$ cat src/rtl/bcg_pkg.sv
package bcg_pkg;

  localparam int LG_W = 2;

  typedef struct packed {
    logic [LG_W-1:0] lg;    // log2 of fixed burst length
    logic            full;  // full-page burst
    logic            ilv;   // interleaved ordering
  } bcg_cfg_t;

  // Split the 3-bit length code and the ordering select into a config word.
  function automatic bcg_cfg_t decode_cfg(input logic [2:0] code, input logic ilv_in);
    bcg_cfg_t c;
    c.lg   = code[LG_W-1:0];
    c.full = code[2];
    c.ilv  = ilv_in & ~code[2];
    return c;
  endfunction

endpackage

$ cat src/rtl/bcg_seq_ctrl.sv
module bcg_seq_ctrl
  import bcg_pkg::*;
#(
  parameter int COL_W = 8
) (
  input  logic             clk,
  input  logic             rst_n,
  input  logic             start,
  input  logic [COL_W-1:0] start_col,
  input  bcg_cfg_t         cfg_in,
  input  logic             term,
  output logic [COL_W-1:0] base_q,
  output logic [COL_W-1:0] beat_q,
  output bcg_cfg_t         cfg_q,
  output logic             vld_q,
  output logic             last_beat
);

  // Index of the final beat for a fixed-length burst.
  function automatic logic [COL_W-1:0] final_idx(input logic [LG_W-1:0] lg);
    return (COL_W'(1) << lg) - COL_W'(1);
  endfunction

  logic term_hit;
  logic burst_done;

  assign last_beat  = vld_q & ~cfg_q.full & (beat_q == final_idx(cfg_q.lg));
  assign term_hit   = vld_q & term & ~start;
  assign burst_done = last_beat & ~start;

  always_ff @(posedge clk) begin
    if (!rst_n) begin
      base_q <= '0;
      beat_q <= '0;
      cfg_q  <= '0;
      vld_q  <= 1'b0;
    end else if (start) begin
      base_q <= start_col;
      beat_q <= '0;
      cfg_q  <= cfg_in;
      vld_q  <= 1'b1;
    end else if (term_hit || burst_done) begin
      vld_q  <= 1'b0;
    end else if (vld_q) begin
      beat_q <= beat_q + COL_W'(1);
    end
  end

  AST_TERM_STOPS: assert property (@(posedge clk) disable iff (!rst_n)
    term_hit |=> !vld_q);

  AST_LAST_ENDS: assert property (@(posedge clk) disable iff (!rst_n)
    burst_done |=> !vld_q);

  AST_FULL_NO_LAST: assert property (@(posedge clk) disable iff (!rst_n)
    (vld_q && cfg_q.full) |-> !last_beat);

  AST_START_WINS: assert property (@(posedge clk) disable iff (!rst_n)
    start |=> (vld_q && beat_q == '0));

endmodule

$ cat src/rtl/bcg_addr_map.sv
module bcg_addr_map
  import bcg_pkg::*;
#(
  parameter int COL_W = 8
) (
  input  logic [COL_W-1:0] base,
  input  logic [COL_W-1:0] beat,
  input  bcg_cfg_t         cfg,
  output logic [COL_W-1:0] col
);

  logic [COL_W-1:0] sum;
  assign sum = base + beat;

  // Per bit: full page follows the sum; inside the window the bit follows the
  // sum (carries only move upward) or base^beat; above the window it holds.
  for (genvar i = 0; i < COL_W; i++) begin : g_bit
    logic in_win;
    assign in_win = (i < int'(cfg.lg));
    always_comb begin
      if (cfg.full)       col[i] = sum[i];
      else if (!in_win)   col[i] = base[i];
      else if (cfg.ilv)   col[i] = base[i] ^ beat[i];
      else                col[i] = sum[i];
    end
  end

endmodule

$ cat src/rtl/burst_col_gen.sv
module burst_col_gen
  import bcg_pkg::*;
#(
  parameter int COL_W = 8
) (
  input  logic             clk,
  input  logic             rst_n,
  input  logic             start,
  input  logic [COL_W-1:0] start_col,
  input  logic [2:0]       len_sel,
  input  logic             ilv_sel,
  input  logic             term,
  output logic [COL_W-1:0] col,
  output logic             col_vld,
  output logic             col_last
);

  bcg_cfg_t         cfg_new;
  bcg_cfg_t         cfg_cur;
  logic [COL_W-1:0] base_cur;
  logic [COL_W-1:0] beat_cur;

  assign cfg_new = decode_cfg(len_sel, ilv_sel);

  bcg_seq_ctrl #(.COL_W(COL_W)) u_ctrl (
    .clk       (clk),
    .rst_n     (rst_n),
    .start     (start),
    .start_col (start_col),
    .cfg_in    (cfg_new),
    .term      (term),
    .base_q    (base_cur),
    .beat_q    (beat_cur),
    .cfg_q     (cfg_cur),
    .vld_q     (col_vld),
    .last_beat (col_last)
  );

  bcg_addr_map #(.COL_W(COL_W)) u_map (
    .base (base_cur),
    .beat (beat_cur),
    .cfg  (cfg_cur),
    .col  (col)
  );

  AST_BEAT0_IS_START: assert property (@(posedge clk) disable iff (!rst_n)
    start |=> (col_vld && col == $past(start_col)));

  AST_FULL_STEP: assert property (@(posedge clk) disable iff (!rst_n)
    (col_vld && cfg_cur.full && !start && !term) |=>
      (col_vld && col == $past(col) + COL_W'(1)));

  AST_LAST_ONLY_VALID: assert property (@(posedge clk) disable iff (!rst_n)
    col_last |-> col_vld);

endmodule

$ cat config.mk
export PLATFORM = sky130hd
export DESIGN_NAME = burst_col_gen
export DESIGN_NICKNAME = d
export VERILOG_FILES = /design/src/rtl/bcg_pkg.sv /design/src/rtl/bcg_seq_ctrl.sv /design/src/rtl/bcg_addr_map.sv /design/src/rtl/burst_col_gen.sv
export SDC_FILE = /design/constraint.sdc
export NUM_CORES = 1
export LEC_CHECK = 0
export ABC_CLOCK_PERIOD_IN_PS = 5700
export BUFFER_PORTS_ARGS = -buffer_cell sky130_fd_sc_hd__buf_2
export CAP_MARGIN = 20
export CORE_UTILIZATION = 29
export CTS_CLUSTER_SIZE = 30
export DETAILED_ROUTE_END_ITERATION = 10
export PLACE_DENSITY = 0.48
export SLEW_MARGIN = 20
export SYNTH_ARGS = -nofsm -noshare
export SYNTH_HDL_FRONTEND = slang
export SYNTH_HIERARCHICAL = 1
export SYNTH_SLANG_ARGS = --single-unit
export TNS_END_PERCENT = 30
$ cat constraint.sdc
create_clock -name clk -period 5.7 [get_ports clk]
set_clock_uncertainty 0.2 [all_clocks]
set_input_delay 1.425 -clock clk [delete_from_list [all_inputs] [get_ports clk]]
set_output_delay 1.425 -clock clk [all_outputs]
set_load 0.01 [all_outputs]
Yosys cells after proc, flatten, opt, wreduce, memory -nomap -nowiden
Index checks and enable logic that the tools add are counted.
{"block": "totals", "reg_bits": 21, "latchBits": 0, "ram_bits": 0, "romBits": 0, "in_bits": 16, "wordCells": 48, "mem_count": 0}
{"block": "op_classes", "addsub": 3, "multipliers": 0, "div": 0, "order_cmp": 3, "eq_ne": 1, "shifts": 1, "muxes": 16, "bitwise": 14, "reduce_logical": 4}
{"op": "2-to-1 mux 1 bit", "n": 16}
{"op": "adder 8 x 1 -> 8 bit (second input constant)", "n": 1}
{"op": "adder 8 bit", "n": 1}
{"op": "equality test 8 bit", "n": 1}
{"op": "left shift 1 x 2 -> 8 bit (first input constant)", "n": 1}
{"op": "subtractor 8 x 2 -> 8 bit (second input constant)", "n": 1}
{"op": "bitwise AND 1 bit", "n": 6}
{"op": "NOT 1 bit", "n": 5}
{"op": "less-than comparator 1 x 2 -> 1 bit (first input constant)", "n": 2}
{"op": "bitwise XOR 1 bit", "n": 3}
{"op": "less-than comparator 2 bit (first input constant)", "n": 1}
{"op": "AND reduction 2 bit", "n": 1}
{"op": "nonzero test 2 bit", "n": 1}
{"op": "OR reduction 2 bit", "n": 1}
{"op": "logical OR 1 bit", "n": 1}

Longest topological paths before layout
Gate-level depths: netlist of run 1.
{"block": "logic_depth", "depth_word": 8, "depth_mapped": 8, "depth_no_buf": 8}

Hierarchy
Netlist of run 1, hierarchy kept.
{"mod": "bcg_seq_ctrl", "n_inst": 1, "cells_each": 104, "area_each_um2": 1024.7, "seq_area_each_um2": 420.4}
{"mod": "bcg_addr_map", "n_inst": 1, "cells_each": 67, "area_each_um2": 495.5, "seq_area_each_um2": 0.0}
{"mod": "burst_col_gen", "n_inst": 1, "cells_each": 1, "area_each_um2": 13.8, "seq_area_each_um2": 0.0}

Worst setup path before layout of run 1
No wires, ideal clock.
{"block": "synth_path", "kind": "register to output", "startpoint": "register u_ctrl.beat_q[0]", "endpoint": "output port col[6]", "t_arrival_ns": 1.974, "t_required_ns": 4.075, "path_slack_ns": 2.101, "path_stages_with_launch": 9, "n_path_buf": 0, "path_cell_list": "dfxtp_1 -> ha_1 -> inv_1 -> fa_1 -> and2b_1 -> o211ai_1 -> a21boi_0 -> nor4_1 -> a311o_1"}
{"block": "synth_via", "elab_chain_len": 2}
{"item": "start: declaration", "line": "bcg_seq_ctrl.sv:13", "text": "output logic [COL_W-1:0] beat_q,"}
{"item": "start signal: assignment", "line": "bcg_seq_ctrl.sv:45", "text": "beat_q <= beat_q + COL_W'(1);"}
{"item": "adder 8 bit", "line": "bcg_addr_map.sv:13", "text": "assign sum = base + beat;"}
{"item": "2-to-1 mux 1 bit", "line": "bcg_addr_map.sv:21", "text": "if (cfg.full) col[i] = sum[i];"}
{"item": "end: declaration", "line": "burst_col_gen.sv:13", "text": "output logic [COL_W-1:0] col,"}
Every way passes these cells.

Final worst setup path of run 1
Same ends and word-level chain as after synthesis.

==> flow_metrics.py, run 1 <==
metrics = {
    "critical_path": {
        "rr_startpoint": "u_ctrl/cfg_q[1]",
        "crit_start": "u_ctrl/beat_q[0]",
        "path_class": "register to output pin",
        "path_max_fanout": 7,
        "cp-start-kind": "register",
        "cp_data_arrival_time_ns": 2.53,
        "regToRegSetupSlack_ns": 3.72,
        "r2r.worst_path.cells": 4,
        "reg2reg_to": "u_ctrl/beat_q[1]",
        "cp.required_ns": 4.07,
        "crit_path_end_kind": "output pin",
    },
    "pwr": {
        "leakage_nw": 0.727,
        "powerDensity_nw_per_um2": 180,
        "power.total_uw": 317,
        "ir_drop_uv": 115,
    },
    "sta": {
        "worst_pin_slew_ns": 0.565,
        "fin_tns_setup_ns": 0,
        "hold_violations": 0,
        "slew_headroom_pct": 62.3,
        "drv_slew": 0,
        "period_needed_ns": 4.15,
        "whs_ns": 0.345,
        "rsz0062_at_grt": "false",
        "fmax_mhz": 241,
        "fin_crit_sh_pct": 72.8,
        "setup_viol": 0,
        "setup_slack_ns": 1.55,
    },
    "clocking": {
        "ctsResizeCount": 0,
        "cts.sink_count": 21,
        "cts-root-buf": "clkbuf_8",
        "htreeDepth": 1,
        "clk_latency_ns": 0.26,
        "post-cts-setup-buffer-count": 0,
        "clockBufferDepth": 2,
        "numCtsBuffers": 3,
        "path_clk_slew_ns": 0.07,
        "cts_tree": "yes",
        "hold_buffers": 0,
    },
    "global_routing": {
        "grt_pass1_wl_mm": 5.65,
        "track_usage_pct": 13.3,
        "globalRoute.totalOverflow": 0,
        "antenna_found_initial": 0,
        "grt_pass1_vias": 1196,
        "grt_max_degree": 17,
    },
    "die": {
        "coreArea_um2": 5110,
        "dieArea_um2": 5580,
        "start_util_pct": 30.0,
        "placementRows": 26,
        "die_y_um": 74.7,
        "boundaryPins": 26,
        "dieWidth_um": 74.7,
    },
    "logic_synthesis": {
        "yosysMostFrequentCell": "dfxtp_1",
        "synth_top_area_share_pct": 27.4,
        "synth_common_cells": "21 x dfxtp_1, 17 x nor2b_1, 15 x mux2i_1",
        "postSynthAreaPerCell_um2": 8.92,
        "synth_xor_xnor_area_share_pct": 4.00,
        "synth_area_leaders": "dfxtp_1 27%, mux2i_1 9.8%, nor2b_1 6.9%, ha_1 6.5%, nand2_1 3.2%",
        "synth_compound_area_share_pct": 19.5,
        "synth_top_family_by_area": "simple AND/OR/NAND/NOR gates",
        "async_flop_share_pct": 0,
        "synth_ff_type": "dfxtp_1",
        "yosys.area_share.adder_pct": 7.83,
        "yosys.area_share.simple_pct": 25.0,
        "synth_cell_type_count": 51,
        "ys_warn_count": 6,
        "synth_edf_count": 0,
        "muxShareOfSynthArea_pct": 12.7,
        "synth_top_area_cell": "dfxtp_1",
        "syn_area_um2": 1530,
        "postSynthCellCount": 172,
        "syn_nets": 197,
        "ys_seq_area_share_pct": 27.4,
        "ys_seq_elements": 21,
    },
    "finish": {
        "area_delta_synth_final_pct": 14.9,
        "drive_gt1_share_pct": 20.4,
        "nets": 222,
        "utilization_pct": 34.5,
        "num_antenna_cells": 0,
    },
    "hold_path": {
        "min_to": "u_ctrl/base_q[1]",
        "min_path_type": "register to register",
        "hold_start": "u_ctrl/base_q[1]",
        "hold_depth": 2,
    },
    "place": {
        "numPortBuffers": 25,
        "dp_hpwl_mm": 2.56,
        "pre_cts_ws_ns": 1.85,
        "gp_congestion": 0.725,
    },
    "routing": {
        "routed_wl_mm": 3.40,
        "drc": 0,
        "antenna_left": 0,
        "post_drt_wl_per_cell_um": 12.8,
        "via_per_inst": 4.70,
        "drt_first_pass_iters": 4,
        "dr.first_iter.drc_count": 38,
        "vias": 1249,
    },
    "flow_run": {
        "cap_violations": 0,
    },
    "run_status": {
        "outcome": "finished clean",
    },
}
## flip-flops by register name, indices dropped and copies added, names as in the netlist
signal and cells:
u_ctrl/vld_q 1, u_ctrl/beat_q 8, u_ctrl/base_q 8, u_ctrl/cfg_q 4
## metrics by stage
step / cells / area [µm²]
5_1_grt: 266 / 1760
3_5_place_dp: 262 / 1720
3_3_place_gp: 262 / 1720
2_1_floorplan: 172 / 1530
4_1_cts: 266 / 1760
6_report: 266 / 1760
## layout by cell type (no fill, tap or decap), drive strengths merged, types with 2 or more instances in the layout
cell / count
a31oi: 3
a21o: 2
a21oi: 6
nand2: 13
nor3: 5
a211oi: 4
nor2b: 18
o21a: 3
mux2i: 15
nor4b: 2
and3: 2
xor2: 2
ha: 8
nand4: 2
dfxtp: 21
or2: 2
xnor2: 5
o21bai: 2
mux2: 4
clkbuf: 4
nand2b: 4
nor2: 9
buf: 25
nand3: 5
inv: 7
o21ai: 4
## how the worst max path moves through the flow
stage | to | slack [ns] | cells past startpoint
after CTS | col[6] | 1.54 | 9
after global placement | col[6] | 1.86 | 9
after global routing | col[6] | 1.36 | 9
after detailed placement | col[6] | 1.85 | 9
after floorplan | col[6] | 2.10 | 8
final | col[6] | 1.55 | 9
## logic make-up (layout without fill, tap and decap cells)
kind of cell | Yosys count | count (layout)
DFF | 21 | 21
xor gates and xnor gates | 7 | 7
muxes | 19 | 19
buffers and inverters | 12 | 36
adders and majority gates | 9 | 9
and+or+nand+nor | 68 | 68
AOI/OAI and AO/OA | 36 | 36
## power by group
part / leakage [nW] / internal [mW] / switching, mW
registers: 0.172 / 0.152 / 0.00909
clock network: 0.0228 / 0.0498 / 0.0478
logic: 0.532 / 0.0287 / 0.0291
total: 0.727 / 0.231 / 0.0860
## critical path: stages (launching register included)
cell and delay (ns):
dfxtp_1 0.45, ha_1 0.25, inv_1 0.07, fa_1 0.41
and2b_1 0.23, o211ai_1 0.08, a21boi_0 0.25, nor4_1 0.07
a311o_1 0.31, buf_2 0.14
## area by class of cell
cell class | instances | area [µm²]
Timing Repair Buffer | 25 | 125
Sequential cell | 21 | 420
Fill cell | 547 | 3340
Multi-Input combinational cell | 139 | 1060
Tap cell | 70 | 87.6
Inverter | 7 | 26.3
Clock buffer | 4 | 45.0
## layer usage
metal	vias to the layer above	GRT usage [%]	wire length (µm)	part of all wire, %
li1	674	-	-	-
met5	-	0	0	0
met2	15	22.4	1510	44
met3	2	3.21	100	2.9
met1	558	17.6	1760	52
met4	0	1.89	23	0.68
No activity file was read; power rests on OpenSTA's default activity.
==> run 2: changes to the inputs <==
--- a/config.mk
+++ b/config.mk
@@ -5,13 +5,13 @@
 export SDC_FILE = /design/constraint.sdc
 export NUM_CORES = 1
 export LEC_CHECK = 0
-export ABC_CLOCK_PERIOD_IN_PS = 5700
+export ABC_CLOCK_PERIOD_IN_PS = 3600
 export BUFFER_PORTS_ARGS = -buffer_cell sky130_fd_sc_hd__buf_2
 export CAP_MARGIN = 20
 export CORE_UTILIZATION = 29
 export CTS_CLUSTER_SIZE = 30
 export DETAILED_ROUTE_END_ITERATION = 10
-export PLACE_DENSITY = 0.48
+export PLACE_DENSITY = 0.49
 export SLEW_MARGIN = 20
 export SYNTH_ARGS = -nofsm -noshare
 export SYNTH_HDL_FRONTEND = slang
==> constraint.sdc (replaced) <==
create_clock -name clk -period 3.6 [get_ports clk]
set_clock_uncertainty 0.2 [all_clocks]
set_input_delay 0.9 -clock clk [delete_from_list [all_inputs] [get_ports clk]]
set_output_delay 0.9 -clock clk [all_outputs]
set_load 0.01 [all_outputs]
==> run 2 against run 1 <==
  * Critical path depth did not move
  * Utilization grew 0.37 points
  * Sequential share of layout area down 0.18 points
  * Register-to-register slack lost 2.2 ns
  * Sequential power is 58% higher
  * Non-clock buffer count is 2 higher
  * Flip-flop and latch count stayed put
  * First-iteration DRC count fell by 13%
  * Via count increased by 3.6%
  * Critical endpoint unchanged
  * Largest power group unchanged
  * Highest routed layer unchanged
==> flow_metrics.py, run 2 (synthesis gave the netlist of run 1 again) <==
metrics = {
    "run_status": {
        "outcome": "finished clean",
    },
    "routing": {
        "via_per_inst": 4.83,
        "vias": 1294,
        "top_layer_used": "met4",
        "dr_wl_met3_um": 107,
        "drt_first_pass_iters": 4,
        "antenna_left": 0,
        "drc": 0,
        "routed_wl_mm": 3.60,
        "met2_length_mm": 1.60,
        "dr.first_iter.drc_count": 33,
        "wl_met1_mm": 1.85,
        "post_drt_wl_per_cell_um": 13.4,
    },
    "finish": {
        "final-seq-area_um2": 422,
        "multi_input_area_um2": 1060,
        "layout_common_cells": "25 x buf_2, 20 x dfxtp_1, 17 x nor2b_1, 15 x mux2i_1, 13 x nand2_1",
        "area_delta_synth_final_pct": 16.2,
        "largest_registers": "u_ctrl/base_q (8), u_ctrl/beat_q (8), u_ctrl/cfg_q (4)",
        "num_antenna_cells": 0,
        "fillers": 558,
        "final_common_cell": "buf_2",
        "nets": 224,
        "instances_no_fill": 268,
        "drive_gt1_share_pct": 22.2,
    },
    "die": {
        "dieWidth_um": 74.7,
        "coreArea_um2": 5110,
        "dieArea_um2": 5580,
        "die_y_um": 74.7,
        "placementRows": 26,
        "boundaryPins": 26,
        "start_util_pct": 30.0,
    },
    "critical_path": {
        "cp_slowest_stage_delay_ns": 0.40,
        "path_max_fanout": 7,
        "cp_data_arrival_time_ns": 2.36,
        "path_class": "register to output pin",
        "crit_path_end_kind": "output pin",
        "cp-start-kind": "register",
        "crit_slowest_cell": "fa_1",
        "cp.required_ns": 2.50,
        "path_buf_inv": 2,
        "crit_family": "adder cells",
        "crit_chain": "ha_2, inv_1, fa_1, and2b_1, o211ai_1, a21boi_1, nor4_1, a311o_1, buf_2",
    },
    "place": {
        "dp_hpwl_mm": 2.64,
        "place_inst": 264,
        "numPortBuffers": 25,
        "gp_congestion": 0.732,
    },
    "sta": {
        "hold_violations": 0,
        "drv_slew": 0,
        "fin_tns_setup_ns": 0,
        "worst_pin_slew_ns": 0.587,
        "slew_headroom_pct": 60.8,
        "period_needed_ns": 3.46,
        "fmax_mhz": 289,
        "setup_viol": 0,
        "fin_crit_sh_pct": 96.0,
        "rsz0062_at_grt": "false",
    },
    "flow_run": {
        "cap_violations": 0,
    },
    "pwr": {
        "power.internal_uw": 366,
        "power_frac_comb_pct": 18.5,
        "ir_drop_uv": 155,
        "leakage_nw": 0.735,
        "power_frac_seq_pct": 50.9,
        "swShare_pct": 27.3,
        "powerDensity_nw_per_um2": 282,
        "power.switching_uw": 137,
        "clkPwrFrac_pct": 30.6,
    },
    "clocking": {
        "path_clk_slew_ns": 0.08,
        "numCtsBuffers": 3,
        "clockBufferDepth": 2,
        "cts_tree": "yes",
        "htreeDepth": 1,
        "cts.sink_count": 21,
        "cts-root-buf": "clkbuf_8",
        "clk_latency_ns": 0.25,
    },
    "hold_path": {
        "min_path_type": "register to register",
    },
    "global_routing": {
        "track_usage_pct": 14.5,
        "grt_max_degree": 17,
        "globalRoute.totalOverflow": 0,
        "grt_pass1_wl_mm": 6.18,
        "antenna_found_initial": 0,
        "grt_pass1_vias": 1254,
    },
}
## run 2: changes by cell type in the layout (fill, tap and decap cells not counted)
cell / change
dfxtp_1: -1
dfxtp_2: +1
buf_4: +2
ha_1: -1
a21boi_0: -1
ha_2: +1
a21boi_1: +1
## run 2: worst min-delay path, stage by stage (launching register included)
cell and delay [ns]:
dfxtp_2 0.36, nand2_1 0.06, mux2i_1 0.05
## run 2: worst paths after layout
| path | from | to | slack, ns | cells past startpoint |
|---|---|---|---|---|
| worst min-delay path | u_ctrl/beat_q[0] | u_ctrl/beat_q[0] | 0.31 | 2 |
| worst min register to register | u_ctrl/beat_q[0] | u_ctrl/beat_q[0] | 0.31 | 2 |
| worst max-delay path | u_ctrl/beat_q[0] | col[6] | 0.14 | 9 |
| worst max register to register | u_ctrl/cfg_q[1] | u_ctrl/beat_q[1] | 1.51 | 4 |
## run 2: metal layers
metal | vias up | GRT usage [%]
met5 | - | 0
met4 | 0 | 3.77
met3 | 2 | 2.28
met2 | 22 | 22.7
met1 | 593 | 20.7
li1 | 677 | -
## run 2: repair_timing
| action | 4_1_cts | 5_1_grt |
|---|---|---|
| pin swaps | 0 | 1 |
| buffers inserted | 0 | 0 |
| hold buffers | 0 | 0 |
| endpoints found under the hold margin | 0 | 0 |
| resized for setup | 1 | 2 |
| endpoints found under the setup margin | 1 | 1 |
## run 2: metrics by stage
| stage | cell area (µm²) | worst slack, ns | hold WS (ns) | utilization, % | total power [mW] |
|---|---|---|---|---|---|
| floorplan | 1530 | 0.526 | 0.292 | - | 0.324 |
| global placement | 1730 | 0.281 | 0.335 | 33.9 | 0.354 |
| detailed placement | 1730 | 0.253 | 0.334 | 33.9 | 0.354 |
| CTS | 1780 | 0.0382 | 0.315 | 34.8 | 0.513 |
| global route | 1780 | 0.00458 | 0.353 | 34.9 | 0.535 |
| finish | 1780 | 0.143 | 0.314 | 34.9 | 0.503 |
## run 2: final cells by class
| type | count | share of cell area [%] |
|---|---|---|
| clock buffers | 4 | 2.53 |
| inverters | 7 | 1.47 |
| multi-input cells | 139 | 59.6 |
| flip-flops and latches | 21 | 23.7 |
| well taps | 70 | 4.92 |
| repair buffers | 27 | 7.87 |
## run 2: power groups by stage
| stage | sequential [mW] | combinational, mW | clock, mW |
|---|---|---|---|
| after floorplan | 0.255 | 0.0691 | 0 |
| after global placement | 0.262 | 0.0928 | 0 |
| after detailed placement | 0.261 | 0.0928 | 0 |
| after CTS | 0.256 | 0.0935 | 0.163 |
| after global routing | 0.259 | 0.105 | 0.171 |
| final | 0.256 | 0.0929 | 0.154 |
